==> config.mk <==
export PLATFORM = sky130hd
export DESIGN_NAME = acc_core
export DESIGN_NICKNAME = d
export VERILOG_FILES = /design/src/rtl/acc_core.sv
export SDC_FILE = /design/constraint.sdc
export NUM_CORES = 1
export LEC_CHECK = 0
export BUFFER_PORTS_ARGS = -buffer_cell sky130_fd_sc_hd__buf_2
export CORE_MARGIN = 3
export CORE_UTILIZATION = 32
export CTS_BUF_LIST = sky130_fd_sc_hd__clkbuf_4 sky130_fd_sc_hd__clkbuf_8
export DETAILED_ROUTE_END_ITERATION = 7
export PLACE_DENSITY_LB_ADDON = 0.12
export SYNTH_ARGS = -nofsm -noshare
export SYNTH_HDL_FRONTEND = slang
export SYNTH_SLANG_ARGS = --single-unit
==> constraint.sdc <==
create_clock -name clk -period 5.3 [get_ports clk]
set_input_delay 0.53 -clock clk [delete_from_list [all_inputs] [get_ports clk]]
set_output_delay 0.53 -clock clk [all_outputs]
set_load 0.005 [all_outputs]
==> src/rtl/acc_core.sv <==
module acc_core #(
  parameter int AW = 12,
  parameter int DW = 16,
  parameter int CW = 8
) (
  input  logic          clk,
  input  logic          rst_n,
  output logic [AW-1:0] mem_addr,
  output logic [DW-1:0] mem_wdata,
  output logic          mem_we,
  input  logic [DW-1:0] mem_rdata,
  input  logic [CW-1:0] in_data,
  input  logic          in_valid,
  output logic          in_ready,
  output logic [CW-1:0] out_data,
  output logic          out_valid,
  input  logic          out_ready,
  output logic          carry,
  output logic          halted
);
  localparam logic [2:0] OP_AND = 3'd0, OP_ADD = 3'd1, OP_LDA = 3'd2, OP_STA = 3'd3,
                         OP_BUN = 3'd4, OP_BSA = 3'd5, OP_ISZ = 3'd6, OP_REG = 3'd7;

  typedef enum logic [3:0] {S_F0, S_F1, S_I0, S_I1, S_X0, S_X1, S_X2, S_X3, S_HLT} st_t;
  st_t st;

  logic [AW-1:0] pc, ar;
  logic [DW-1:0] ac, dr, regv;
  logic [2:0]    op;
  logic          ind;
  logic [4:0]    fn;
  logic [CW-1:0] inpr;
  logic          in_full;
  logic          take_in, put_out, isz_zero;

  assign halted    = (st == S_HLT);
  assign in_ready  = !in_full;
  assign mem_addr  = (st == S_F0) ? pc : ar;
  assign mem_we    = (st == S_X0 && (op == OP_STA || op == OP_BSA)) ||
                     (st == S_X3 && op == OP_ISZ);
  assign mem_wdata = (op == OP_BSA) ? DW'(pc) : (op == OP_ISZ) ? dr : ac;
  assign take_in   = (st == S_X0) && op == OP_REG && ind && fn[4] && in_full;
  assign put_out   = (st == S_X0) && op == OP_REG && ind && fn[3] && !out_valid;
  assign isz_zero  = (dr == '0);

  always_comb begin
    regv = fn[4] ? '0 : ac;
    if (fn[2]) regv = ~regv;
    if (fn[1]) regv = regv + 1'b1;
  end

  always_ff @(posedge clk) begin
    if (!rst_n) begin
      st <= S_F0; pc <= '0; ar <= '0; ac <= '0; dr <= '0; carry <= 1'b0;
      op <= '0; ind <= 1'b0; fn <= '0; inpr <= '0; in_full <= 1'b0;
      out_data <= '0; out_valid <= 1'b0;
    end else begin
      if (in_valid && !in_full) begin
        inpr <= in_data;
        in_full <= 1'b1;
      end else if (take_in) begin
        in_full <= 1'b0;
      end
      if (put_out) begin
        out_data <= ac[CW-1:0];
        out_valid <= 1'b1;
      end else if (out_valid && out_ready) begin
        out_valid <= 1'b0;
      end

      case (st)
        S_F0: begin
          ar <= pc;
          pc <= pc + 1'b1;
          st <= S_F1;
        end
        S_F1: begin
          ind <= mem_rdata[DW-1];
          op  <= mem_rdata[14:12];
          fn  <= {mem_rdata[11], mem_rdata[10], mem_rdata[9], mem_rdata[5], mem_rdata[0]};
          ar  <= mem_rdata[AW-1:0];
          st  <= (mem_rdata[DW-1] && mem_rdata[14:12] != OP_REG) ? S_I0 : S_X0;
        end
        S_I0: st <= S_I1;
        S_I1: begin
          ar <= mem_rdata[AW-1:0];
          st <= S_X0;
        end
        S_X0: begin
          case (op)
            OP_STA: st <= S_F0;
            OP_BUN: begin pc <= ar; st <= S_F0; end
            OP_BSA: begin ar <= ar + 1'b1; st <= S_X1; end
            OP_REG: begin
              if (!ind) begin
                ac <= regv;
                st <= fn[0] ? S_HLT : S_F0;
              end else if (fn[4]) begin
                if (take_in) begin
                  ac[CW-1:0] <= inpr;
                  st <= S_F0;
                end
              end else if (fn[3]) begin
                if (put_out) st <= S_F0;
              end else begin
                st <= S_F0;
              end
            end
            default: st <= S_X1;
          endcase
        end
        S_X1: begin
          if (op == OP_BSA) begin
            pc <= ar;
            st <= S_F0;
          end else begin
            dr <= mem_rdata;
            st <= S_X2;
          end
        end
        S_X2: begin
          case (op)
            OP_AND: ac <= ac & dr;
            OP_ADD: {carry, ac} <= {1'b0, ac} + {1'b0, dr};
            OP_LDA: ac <= dr;
            default: dr <= dr + 1'b1;
          endcase
          st <= (op == OP_ISZ) ? S_X3 : S_F0;
        end
        S_X3: begin
          if (isz_zero) pc <= pc + 1'b1;
          st <= S_F0;
        end
        default: st <= S_HLT;
      endcase
    end
  end

  AST_FETCH_STEP: assert property (@(posedge clk) disable iff (!rst_n)
    (st == S_F0) |=> (pc == AW'($past(pc) + 1'b1)));
  AST_PTR_LOAD: assert property (@(posedge clk) disable iff (!rst_n)
    (st == S_I1) |=> (ar == $past(mem_rdata[AW-1:0])));
  AST_READ_LATCH: assert property (@(posedge clk) disable iff (!rst_n)
    (st == S_X1 && op != OP_BSA) |=> (dr == $past(mem_rdata)));
  AST_HALT_STICKY: assert property (@(posedge clk) disable iff (!rst_n)
    halted |=> halted);
  AST_HALT_NO_WRITE: assert property (@(posedge clk) disable iff (!rst_n)
    halted |-> !mem_we);
  AST_OUT_HOLD: assert property (@(posedge clk) disable iff (!rst_n)
    (out_valid && !out_ready) |=> (out_valid && $stable(out_data)));
  AST_IN_FILL: assert property (@(posedge clk) disable iff (!rst_n)
    (in_valid && in_ready) |=> !in_ready);
  AST_REG_CARRY: assert property (@(posedge clk) disable iff (!rst_n)
    (st == S_X0 && op == OP_REG) |=> $stable(carry));
endmodule

==> impl_summary.md, run 1 <==
Global route
The first global-routing pass estimated between 30 and 40 mm of wire. Entering global routing, the biggest net connects 44 pins. The number of antenna violations at the first check in global routing is 0. Global routing used 20.5% of the available tracks. Summed over all layers, the global routing overflow is 0. The number of global-route vias before repair came to about 7k.

Finish
The final layout contains slightly above 1k nets. The area added between synthesis and finish is 10.0%. The commonest non-fill, non-tap cell in the layout is nand2_1.

The share of final-layout standard cells stronger than drive strength 1 is between 10% and 20%. In the layout the commonest cells are 122 x nand2_1, 96 x a21oi_1, 88 x dfxtp_1. The repair_antennas step left the layout with diodes totalling 0.

Placement
At the end of routability-driven placement, the weighted congestion stood at between 0.9 and 1. The number of port buffers is between 60 and 70. Detailed placement finished with a half-perimeter wire length of approximately 18 mm.

Setup path
Data on the critical path is required at its endpoint by between 5 and 6 ns. The critical path in this run is classified as reg2reg. The endpoint of the most critical register-to-register path is pc[2]$_SDFFE_PN0P_. For the worst setup path, the data arrival time is roughly 3.6 ns.

The launching element type of the critical path is a register. The worst flop-to-flop path startpoint is op[2]$_SDFFE_PN0P_. The setup check on the worst reg-to-reg path leaves a slack of 1.98 ns.

In this run the worst path has a maximum fanout of 31. For the worst flop-to-flop path, the logic depth is 7. The worst setup path is captured at a register.

Clock tree
The count of clock tree sinks is 88. The number of setup buffers added after CTS is 0. The worst-skew pair later-pin latency is between 0.3 and 0.4 ns. Counting the buffers created by CTS gives 9. The clock transition at the registers of the reported paths is between 0.1 and 0.15 ns. In this run, post-CTS repair resized a total of 0 instances.

The count of H-tree levels built during CTS is 3. For this design, the CTS-stage hold fixing added 0 buffers. The cell sitting at the root of the clock tree is a clkbuf_8. The longest clock path from root to sink contains 2 buffers.

The clock tree from TritonCTS is built.

Drt
In the routed design, unresolved DRC markers number 0. The detailed router finished its first iteration with approximately 490 violations. Using the TritonRoute via totals, the vias-per-cell ratio works out to ~5.7. The count of nets left with antenna violations once routing finished came out at 0. The routed layout has between 7k and 8k vias.

The routed length per instance is 19.6 um. The routed metal-1 wirelength is roughly 12 mm. The total detailed-routing wirelength is about 25 mm. Detailed routing placed a total of 894 um of wire on met3. The routed design uses 11.3 mm of met2 wire. The top routing layer in use is met4. The iteration count of the initial detailed-routing pass is 5.

Worst hold path
The depth of the worst hold-timing path is 3. The startpoint of the tightest hold check path is in_data[0]. For hold timing, the worst endpoint is inpr[0]$_SDFFE_PN0P_. The worst hold-check path type is in2reg.

Timing
Hold timing on the final database bottoms out at a slack of 0.374 ns. The number of hold violations in the final report is 0. For the final database, setup skew stands at approximately 0.013 ns. Adding up every negative setup slack in the final design gives 0 ns. Setup repair after global routing left no endpoint under its margin. For the finished layout, the period the worst path requires is about 3.3 ns. The max-slew violation count is 0. The worst-case headroom to the max-slew limit is around 29%. The slew of the pin with the lowest slew margin is between 1 and 1.5 ns. The final critical path takes up between 60% and 70% of the cycle. The number of setup violations in the final report is 0. Static timing analysis puts the maximum clock frequency at approximately 300 MHz.

Logic synthesis
The register bit total from synthesis is approximately 90. The share of synthesized area occupied by flip-flops and latches is between 20% and 30%. The number of different library cells in the post-synthesis netlist is 79. Of all flip-flops after synthesis, the portion carrying an async set or reset was 0%. The synthesized area per cell is around 7.3 um^2. The cell area after technology mapping is about 7000 um^2. The number of nets in the synthesized netlist is about 1.0k. The number of synthesized flops with an enable pin is 0. The most used flip-flop cell after synthesis is dfxtp_1. During synthesis, Yosys emitted a total of 0 warnings. Synthesis handed over a netlist of approximately 960 instances.

Power
The power density of the placed cells is 253 nW/um^2. VDD sags by at most around 120 uV. The overall power after layout is slightly below 2 mW. In this run the static leakage power is 2.99 nW.

Run
Across the run, the number of max-cap violations was 0.

Die
For this design the top-level I/O count stands at roughly 70. The die is 154 um wide. The floorplan step defined a die boundary enclosing ~24000 um^2.

The initial utilization of the core area, before any placement, comes to between 30% and 40%. The standard cell core area is about 21000 um^2. The initialized floorplan defines 53 standard-cell rows. In this run the vertical extent of the chip is ~150 um.

Outcome
The flow ran to the end, and the final reports show no timing, DRC or antenna violations.
## synthesized netlist by cell type, types with 5 or more instances
cell type  instances  area share, %
o31ai_1            8           0.86
and3_1            13            1.2
nand4_1           10           0.89
a22o_1             5           0.62
nand2_1          122            6.5
a21oi_1           96            6.8
buf_2              8           0.57
and2_1             7           0.62
clkbuf_1          60            3.2
nand2b_1          13            1.2
a211oi_1          13            1.4
nor2b_1           18            1.6
o22ai_1           10           0.89
xnor2_1           20            2.5
a22oi_1           18            1.9
nor3_1            22            1.6
a221oi_1          12            1.5
o21ai_0           87            6.2
nor4_1             8           0.71
ha_1              21            3.7
o211ai_1           6           0.64
o221ai_1           6           0.75
nor2_1            84            4.5
a31oi_1           13            1.2
mux2i_1           29            4.1
inv_1             25            1.3
mux2_2            13            2.1
a21o_1             8           0.86
nand3_1           31            2.2
dfxtp_1           88             25
## how the worst max path moves through the flow
| stage | start | slack, ns | cells past startpoint | to |
|---|---|---|---|---|
| 6_report | op[2]$_SDFFE_PN0P_ | 1.98 | 7 | pc[2]$_SDFFE_PN0P_ |
| 5_1_grt | op[2]$_SDFFE_PN0P_ | 1.44 | 7 | pc[9]$_SDFFE_PN0P_ |
| 3_3_place_gp | op[2]$_SDFFE_PN0P_ | 2.04 | 7 | ar[3]$_SDFFE_PN0P_ |
| 3_5_place_dp | op[2]$_SDFFE_PN0P_ | 1.98 | 7 | pc[3]$_SDFFE_PN0P_ |
| 4_1_cts | op[2]$_SDFFE_PN0P_ | 1.97 | 7 | pc[3]$_SDFFE_PN0P_ |
| 2_1_floorplan | fn[2]$_SDFFE_PN0P_ | 2.93 | 11 | ac[4]$_SDFFE_PN0P_ |
## kinds of logic after synthesis
| group | synth area share [%] |
|---|---|
| compound gates | 30.4 |
| mux | 6.22 |
| simple gates | 25.4 |
| buf+inv | 5.65 |
| xor+xnor | 3.23 |
| flops | 25.1 |
| fa+ha+maj | 4.03 |
## critical path, stage by stage (launching register included)
cell	delay, ns
dfxtp_1	0.67
nand2_1	0.13
nor2_2	0.82
o211ai_1	0.19
a21oi_2	0.87
o21ai_0	0.21
a22oi_1	0.24
nor2_1	0.06
## stage by stage
stage | utilization (%) | std cells | cell area (um^2) | setup WS (ns)
2_1_floorplan | - | 964 | 7020 | 2.93
3_3_place_gp | 35.2 | 1245 | 7500 | 2.04
3_5_place_dp | 35.2 | 1245 | 7500 | 1.98
4_1_cts | 36.3 | 1260 | 7720 | 1.97
5_1_grt | 36.3 | 1260 | 7720 | 1.44
6_report | 36.3 | 1260 | 7720 | 1.98
## cell type report
class	count	area, um^2
Tap cell	275	344
Timing Repair Buffer	80	430
Fill cell	2291	13600
Multi-Input combinational cell	777	4870
Clock inverter	6	92.6
Clock buffer	9	124
Inverter	25	93.8
Sequential cell	88	1760
## where the power goes
part	switching (mW)	internal, mW	total [mW]	leakage [nW]
Sequential	0.114	0.711	0.826	0.715
Combinational	0.352	0.213	0.565	2.17
Clock	0.293	0.267	0.560	0.102
Total	0.760	1.19	1.95	2.99
## per-layer routing
metal,GRT usage [%],vias to the layer above
li1,-,3580
met1,28.9,3444
met2,32.2,136
met3,3.24,28
met4,6.06,0
met5,0,-
## sequential cells by signal, summed over array words and instances (netlist names)
register   count
st             4
in_full        1
out_valid      1
carry          1
pc            12
dr            16
ar            12
op             3
ac            16
out_data       8
inpr           8
ind            1
fn             5
Power figures use the tool's default switching activity.
==> run 2: changes to the inputs <==
--- a/config.mk
+++ b/config.mk
@@ -5,6 +5,7 @@
 export SDC_FILE = /design/constraint.sdc
 export NUM_CORES = 1
 export LEC_CHECK = 0
+export ABC_AREA = 1
 export BUFFER_PORTS_ARGS = -buffer_cell sky130_fd_sc_hd__buf_2
 export CORE_MARGIN = 3
 export CORE_UTILIZATION = 32
==> constraint.sdc (replaced) <==
create_clock -name clk -period 3.3 [get_ports clk]
set_input_delay 0.33 -clock clk [delete_from_list [all_inputs] [get_ports clk]]
set_output_delay 0.33 -clock clk [all_outputs]
set_load 0.005 [all_outputs]
==> impl_summary.md, run 2 <==
Outcome
The run finished with clean final reports.

Global route
The global-route track usage on met2 is 35.1% (+2.9 points). The total global routing overflow is 0 (unchanged). The number of global-route vias before repair was 7144 (+2.3%). The global-route total usage across every layer is 21.6% (+1.1 points). The pin count of the biggest net entering global routing is 58 (+32%). The global routing usage on met1 is 30.2% (+1.2 points). The number of antenna violations at the first check in global routing came to 0 (unchanged). The met3 track demand over resource in global routing was 2.69% (-0.55 points).

met2 is the most crowded layer. The global-route wire length before repair was 40.8 mm (+3.3%).

Logic synthesis
By area the synthesized netlist is led by dfxtp_1 25%, nand2_1 13%, a21oi_1 8.1%. The library cell with the highest instance count after synthesis is nand2_1. The number of synthesized flops with an enable pin is 0 (unchanged). The top cell type's share of synthesized area is 24.9% (-0.22 points).

The share of synthesized area occupied by flip-flops and latches is 24.9% (-0.22 points). The top flip-flop cell by instance count after synthesis is dfxtp_1. The cell area after technology mapping is 7080 um^2 (+0.89%). The number of warning messages in the yosys log is 0 (unchanged). The synthesized instance count was 1141 (+18%). The synthesized area per cell came to 6.20 um^2 (-15%). The fraction of registers with async set/reset came to 0% (unchanged). The post-synthesis net count is 1191 (+17%). The number of different library cells in the post-synthesis netlist is 53 (-33%). The biggest area contributor in the post-synthesis netlist is dfxtp_1. The register bit total from synthesis is 88 (unchanged).

Ranked by instance count, the synthesized netlist is headed by 243 x nand2_1, 117 x inv_1, 115 x a21oi_1, 104 x nor2_1, 103 x o21ai_0.

Setup path
The worst setup path is captured at an output port. The maximum net fanout on the critical path came to 14 (-55%). STA classifies the critical path startpoint as a register. The required time at the worst-slack endpoint came to 2.97 ns (-2.59 ns). The data arrival time of the critical path is 2.05 ns (-1.54 ns).

By startpoint and endpoint, the worst setup path is classified as reg2out.

Clock tree
The number of buffers between clock root and the deepest sink is 2 (unchanged). The count of H-tree levels built during CTS was 3 (unchanged). The total of cells resized after clock tree synthesis came to 0 (unchanged). The worst-skew pair later-pin latency is 0.39 ns (about the same).

The hold-fix buffer count after cts is 0 (unchanged). The count of clock tree sinks is 88 (unchanged). The number of setup buffers added after CTS is 0 (unchanged). The master cell of the clock root buffer is clkbuf_8. The clock tree from TritonCTS is built. The clock transition at the registers of the reported paths was 0.10 ns (about the same). The total clock buffers created by CTS came to 9 (unchanged).

Die
The number of top-level design ports was 69 (unchanged). The total die area is 23900 um^2 (+0.85%). The number of placement rows is 53 (unchanged). The standard cell core area is 21400 um^2 (+0.31%). The overall die width was 155 um (+0.43%).

The die outline height came to 155 um (+0.43%). The initial core utilization is 33.2% (+0.19 points).

Timing
Setup repair after global routing left no endpoint under its margin. The max-slew violation count is 0 (unchanged). The final period demand of the worst path is approximately 2.4 ns. The minimum setup slack in the final design is 0.919 ns (-1.06 ns). The summed negative setup slack over all endpoints is 0 ns (unchanged). Derived from the worst setup path, the maximum achievable clock frequency is roughly 420 MHz.

The worst-case headroom to the max-slew limit was 37.7% (+9.0 points). The final worst clock skew is 0.0176 ns (+0.00478 ns). The number of hold violations in the final report is 0 (unchanged). The worst hold slack is 0.197 ns (-0.178 ns). In the finished design, the share of the clock period the worst path needs comes to between 70% and 80%.

The slew of the pin with the lowest slew margin is 0.934 ns (-0.135 ns). The number of setup violations in the final report is 0 (unchanged).

Drt
The routed length per instance is 17.9 um (-8.7%). The number of violations reported at the end of detailed-routing iteration 0 is 509 (+4.1%). The total detailed-routing wirelength was 26.4 mm (+6.6%). The residual antenna-violating net count after detailed routing is 0 (unchanged). The per-cell via count in the routed design is 5.25 (-8.0%). The total vias in the final route came to 7725 (+7.5%). The iteration count of the initial detailed-routing pass is 5 (unchanged). The final routed DRC violation total came to 0 (unchanged).

Finish
The number of antenna cells inserted is 0 (unchanged). Leaving out fill and tap cells, the most frequent cells in the layout are 243 x nand2_1, 117 x inv_1, 115 x a21oi_1. The share of final-layout standard cells stronger than drive strength 1 came to 15.7% (+2.2 points).

The number of filler instances in the final layout is 2413 (+5.3%). The area of the multi-input gates was 4580 um^2 (-6.0%). The post-layout instance count excluding filler cells was 1472 (+17%).

Compared with the post-synthesis result, the final layout area differs by 11.3%. The net count of the finished layout is 1242 (+20%). The largest registers in the layout are ac (16), dr (16). The area taken by flip-flops and latches came to 1760 um^2 (unchanged). The library cell used most frequently in the layout, excluding fill and tap cells, is nand2_1.

Power
The largest voltage drop on the vdd net is 247 uV (+110%). The overall power after layout is 3.63 mW (+86%). The power density of the placed cells is 461 nW/um^2 (+82%). The leakage power is 3.41 nW (+14%).

Placement
The placer congestion estimate was 0.951 (+5.0%). The number of port buffers is 68 (unchanged). The post-placement setup slack is 0.991 ns (-0.990 ns). The total instance count after detailed placement was 1456 (+17%).

The sum of net half-perimeters after detailed placement is 20.2 mm (+13%).

Run
The max-cap check violation count is 0 (unchanged).

Worst hold path
The path class of the tightest hold or removal check is in2reg.
## run 2: worst paths after layout
check	startpoint	endpoint	slack, ns	cells past startpoint
max	st[3]$_SDFFE_PN0P_	mem_addr[11]	0.92	5
min reg2reg	inpr[4]$_SDFFE_PN0P_	inpr[4]$_SDFFE_PN0P_	0.47	2
min	in_data[2]	inpr[2]$_SDFFE_PN0P_	0.20	3
max reg2reg	ac[0]$_SDFFE_PN0P_	ac[14]$_SDFFE_PN0P_	0.95	15
## run 2: per-stage QoR
stage	area [um^2]	utilization, %
floorplan	7080	-
CTS	7880	36.9
global placement	7650	35.8
global route	7880	36.9
finish	7880	36.9
detailed placement	7650	35.8
## run 2: power by group
part           total (mW)  internal [mW]  switching (mW)
sequential           1.38           1.20           0.183
combinational        1.32          0.408           0.917
clock               0.922          0.437           0.485
## run 2: cells by family after synthesis
family	Yosys count	share of synthesized area, %
fa+ha+maj	22	3.99
flops	88	24.9
buf+inv	182	10.4
xor+xnor	15	1.96
simple gates	527	34.4
compound gates	307	24.3
## run 2: per-layer routing
metal	wire (um)	up-vias
met5	0	-
met4	454	0
met3	1250	30
met2	12100	191
met1	12600	3580
li1	-	3924
## run 2: area by class of cell
class | instances | area share [%]
Clock inverter | 7 | 1.29
Tap cell | 275 | 4.37
Clock buffer | 9 | 1.57
Inverter | 141 | 6.72
Multi-Input combinational cell | 871 | 58.1
Sequential cell | 88 | 22.4
Timing Repair Buffer | 81 | 5.56
## run 2: critical path, stage by stage, from the launching register on
cell and delay [ns]:
dfxtp_1 0.37, nor2_2 0.22, nand2_1 0.34, buf_4 0.30, o21ai_0 0.26, buf_2 0.18
==> run 3: changes to the inputs <==
==> constraint.sdc (replaced) <==
create_clock -name clk -period 2.3 [get_ports clk]
set_input_delay 0.23 -clock clk [delete_from_list [all_inputs] [get_ports clk]]
set_output_delay 0.23 -clock clk [all_outputs]
set_load 0.005 [all_outputs]
==> impl_summary.md, run 3 (synthesis gave the netlist of run 2 again) <==
Outcome
The flow ran to the end, and the final reports show no timing, DRC or antenna violations.

Timing
The worst-case headroom to the max-slew limit was 63.3% (+26 points). Setup repair after global routing left no endpoint under its margin. The number of setup violations in the final report is 0 (unchanged). Derived from the worst setup path, the maximum achievable clock frequency is ~460 MHz.

The slew of the pin with the lowest slew margin was 0.550 ns (-0.384 ns). Dividing the final minimum period by the clock period gives a little over nine tenths. The minimum setup slack in the final design came to 0.137 ns (-0.783 ns).

The worst hold slack is 0.0910 ns (-0.106 ns). The final worst clock skew is 0.0159 ns (-0.00168 ns). The number of hold violations in the final report is 0 (unchanged). The final period demand of the worst path is approximately 2.2 ns. The max-slew violation count is 0 (unchanged).

The summed negative setup slack over all endpoints came to 0 ns (unchanged).

Finish
The number of antenna cells inserted was 0 (unchanged). The net count of the finished layout was 1261 (+1.5%). The post-layout instance count excluding filler cells came to 1491 (+1.3%). The summed area of non-filler cells in the final layout is 8020 um^2 (+1.7%). The top cell types in the final layout, fill and taps aside, are 242 x nand2_1, 117 x inv_1, 114 x a21oi_1. The commonest non-fill, non-tap cell in the layout is nand2_1.

The share of final-layout standard cells stronger than drive strength 1 is 17.4% (+1.7 points). The largest registers in the layout are ac (16), dr (16). The final core utilization was 37.5% (+0.64 points). Relative to the synthesized area, the layout overhead comes to 13.2%.

Setup path
The maximum net fanout on the critical path is 26 (+12). The required time at the worst-slack endpoint came to 2.07 ns (-0.90 ns). The critical path start-end classification is reg2out.

The data arrival time of the critical path came to 1.93 ns (-0.12 ns). STA classifies the critical path startpoint as a register. STA classifies the critical path endpoint as an output port.

Clock tree
The number of buffers between clock root and the deepest sink is 2 (unchanged). The clock tree from TritonCTS is built. The total clock buffers created by CTS is 9 (unchanged). The worst-skew pair later-pin latency is 0.39 ns (about the same).

The count of clock tree sinks is 88 (unchanged). The count of H-tree levels built during CTS was 3 (unchanged). The clock transition at the registers of the reported paths is 0.11 ns (about the same). In this run the clock root is driven by a clkbuf_8.

The hold-fix buffer count after cts is 0 (unchanged).

Die
The standard cell core area came to 21400 um^2 (unchanged). The number of top-level design ports is 69 (unchanged). The total die area is 23900 um^2 (unchanged).

The overall die width came to 155 um (unchanged). The number of placement rows was 53 (unchanged). The initial core utilization was 33.2% (unchanged). The die outline height is 155 um (unchanged).

Placement
The post-placement setup slack is 0.246 ns (-0.745 ns). The number of port buffers is 68 (unchanged). The sum of net half-perimeters after detailed placement was 20.4 mm (+1.3%). The post-placement cell area came to 7820 um^2 (+2.2%). The total instance count after detailed placement is 1475 (+1.3%). The placer congestion estimate is 0.932 (-2.0%).

Global route
The global-route total usage across every layer was 21.6% (+0.073 points). The total global routing overflow is 0 (unchanged). The number of antenna violations at the first check in global routing is 1 (+1).

The number of global-route vias before repair is 7267 (+1.7%). The global-route wire length before repair is 41.1 mm (+0.88%). The pin count of the biggest net entering global routing came to 53 (-8.6%).

Drt
The per-cell via count in the routed design is 5.24 (-0.15%). The iteration count of the initial detailed-routing pass was 6 (+1). The number of violations reported at the end of detailed-routing iteration 0 was 513 (+0.79%).

The routed length per instance is 17.5 um (-2.4%). The final routed DRC violation total was 0 (unchanged). The total detailed-routing wirelength is 26.1 mm (-1.2%).

The total vias in the final route came to 7813 (+1.1%). The residual antenna-violating net count after detailed routing was 0 (unchanged).

Power
The overall power after layout came to 5.01 mW (+38%). The cell internal power dissipation is 2.76 mW (+35%). The share of total power consumed by net switching is 44.9% (+1.3 points).

The leakage power is 3.50 nW (+2.6%). The switching component of the power is 2.25 mW (+42%). The fraction of power consumed by sequential logic is 39.3% (+1.2 points). The portion of total power attributed to combinational logic came to 38.6% (+2.1 points). The power density of the placed cells came to 626 nW/um^2 (+36%).

The clock power share is 22.1% (-3.3 points). The largest voltage drop on the vdd net is 301 uV (+22%).

Run
The max-cap check violation count is 0 (unchanged).

Worst hold path
The worst hold-check path type is in2reg.
==> run 3: changes by cell type in the layout (fill, tap and decap cells not counted), moves of 2 or more <==
| cell | previous run | this run |
|---|---|---|
| inv_6 | 2 | 4 |
| dfxtp_2 | 0 | 3 |
| buf_4 | 13 | 30 |
| buf_12 | 0 | 2 |
| bufinv_16 | 2 | 0 |
| dfxtp_1 | 88 | 85 |
==> run 3: cell type report <==
type	count	area (um^2)
clock buffers	9	124
well taps	275	344
repair buffers	100	606
clock inverters	7	58.8
flip-flops and latches	88	1770
multi-input cells	871	4590
inverters	141	532
fillers	2427	13300
==> run 3: timing repair <==
item | CTS | global route
resized for setup | 0 | 7
endpoints found under the setup margin | 0 | 14
buffers inserted | 0 | 0
==> run 3: path summary, 6_finish.rpt <==
kind	from	end	slack, ns	cells after the start
worst max-delay path	op[1]$_SDFFE_PN0P_	mem_wdata[11]	0.14	7
worst min register to register	inpr[4]$_SDFFE_PN0P_	inpr[4]$_SDFFE_PN0P_	0.47	2
worst min-delay path	in_data[0]	inpr[0]$_SDFFE_PN0P_	0.09	3
worst max register to register	dr[0]$_SDFFE_PN0P_	ac[12]$_SDFFE_PN0P_	0.29	16
==> run 3: worst max-delay path, stage by stage, from the launching register on <==
cell,delay [ns]
dfxtp_1,0.42
inv_2,0.09
nor3_4,0.22
inv_4,0.15
o21ai_0,0.17
a21oi_1,0.10
a21oi_1,0.22
buf_2,0.16
==> run 3: power groups by stage <==
stage	logic, mW	registers, mW	clock network [mW]
finish	1.93	1.97	1.11
global placement	1.93	2.00	0
detailed placement	1.92	2.00	0
CTS	1.93	1.97	1.14
global route	2.16	2.00	1.19
floorplan	1.34	1.92	0
==> run 3: metal layers <==
metal	wire length, um	GRT usage, %
met3	1190	3.36
met2	11900	34.9
met1	12400	30.4
met4	618	5.13
met5	13	0
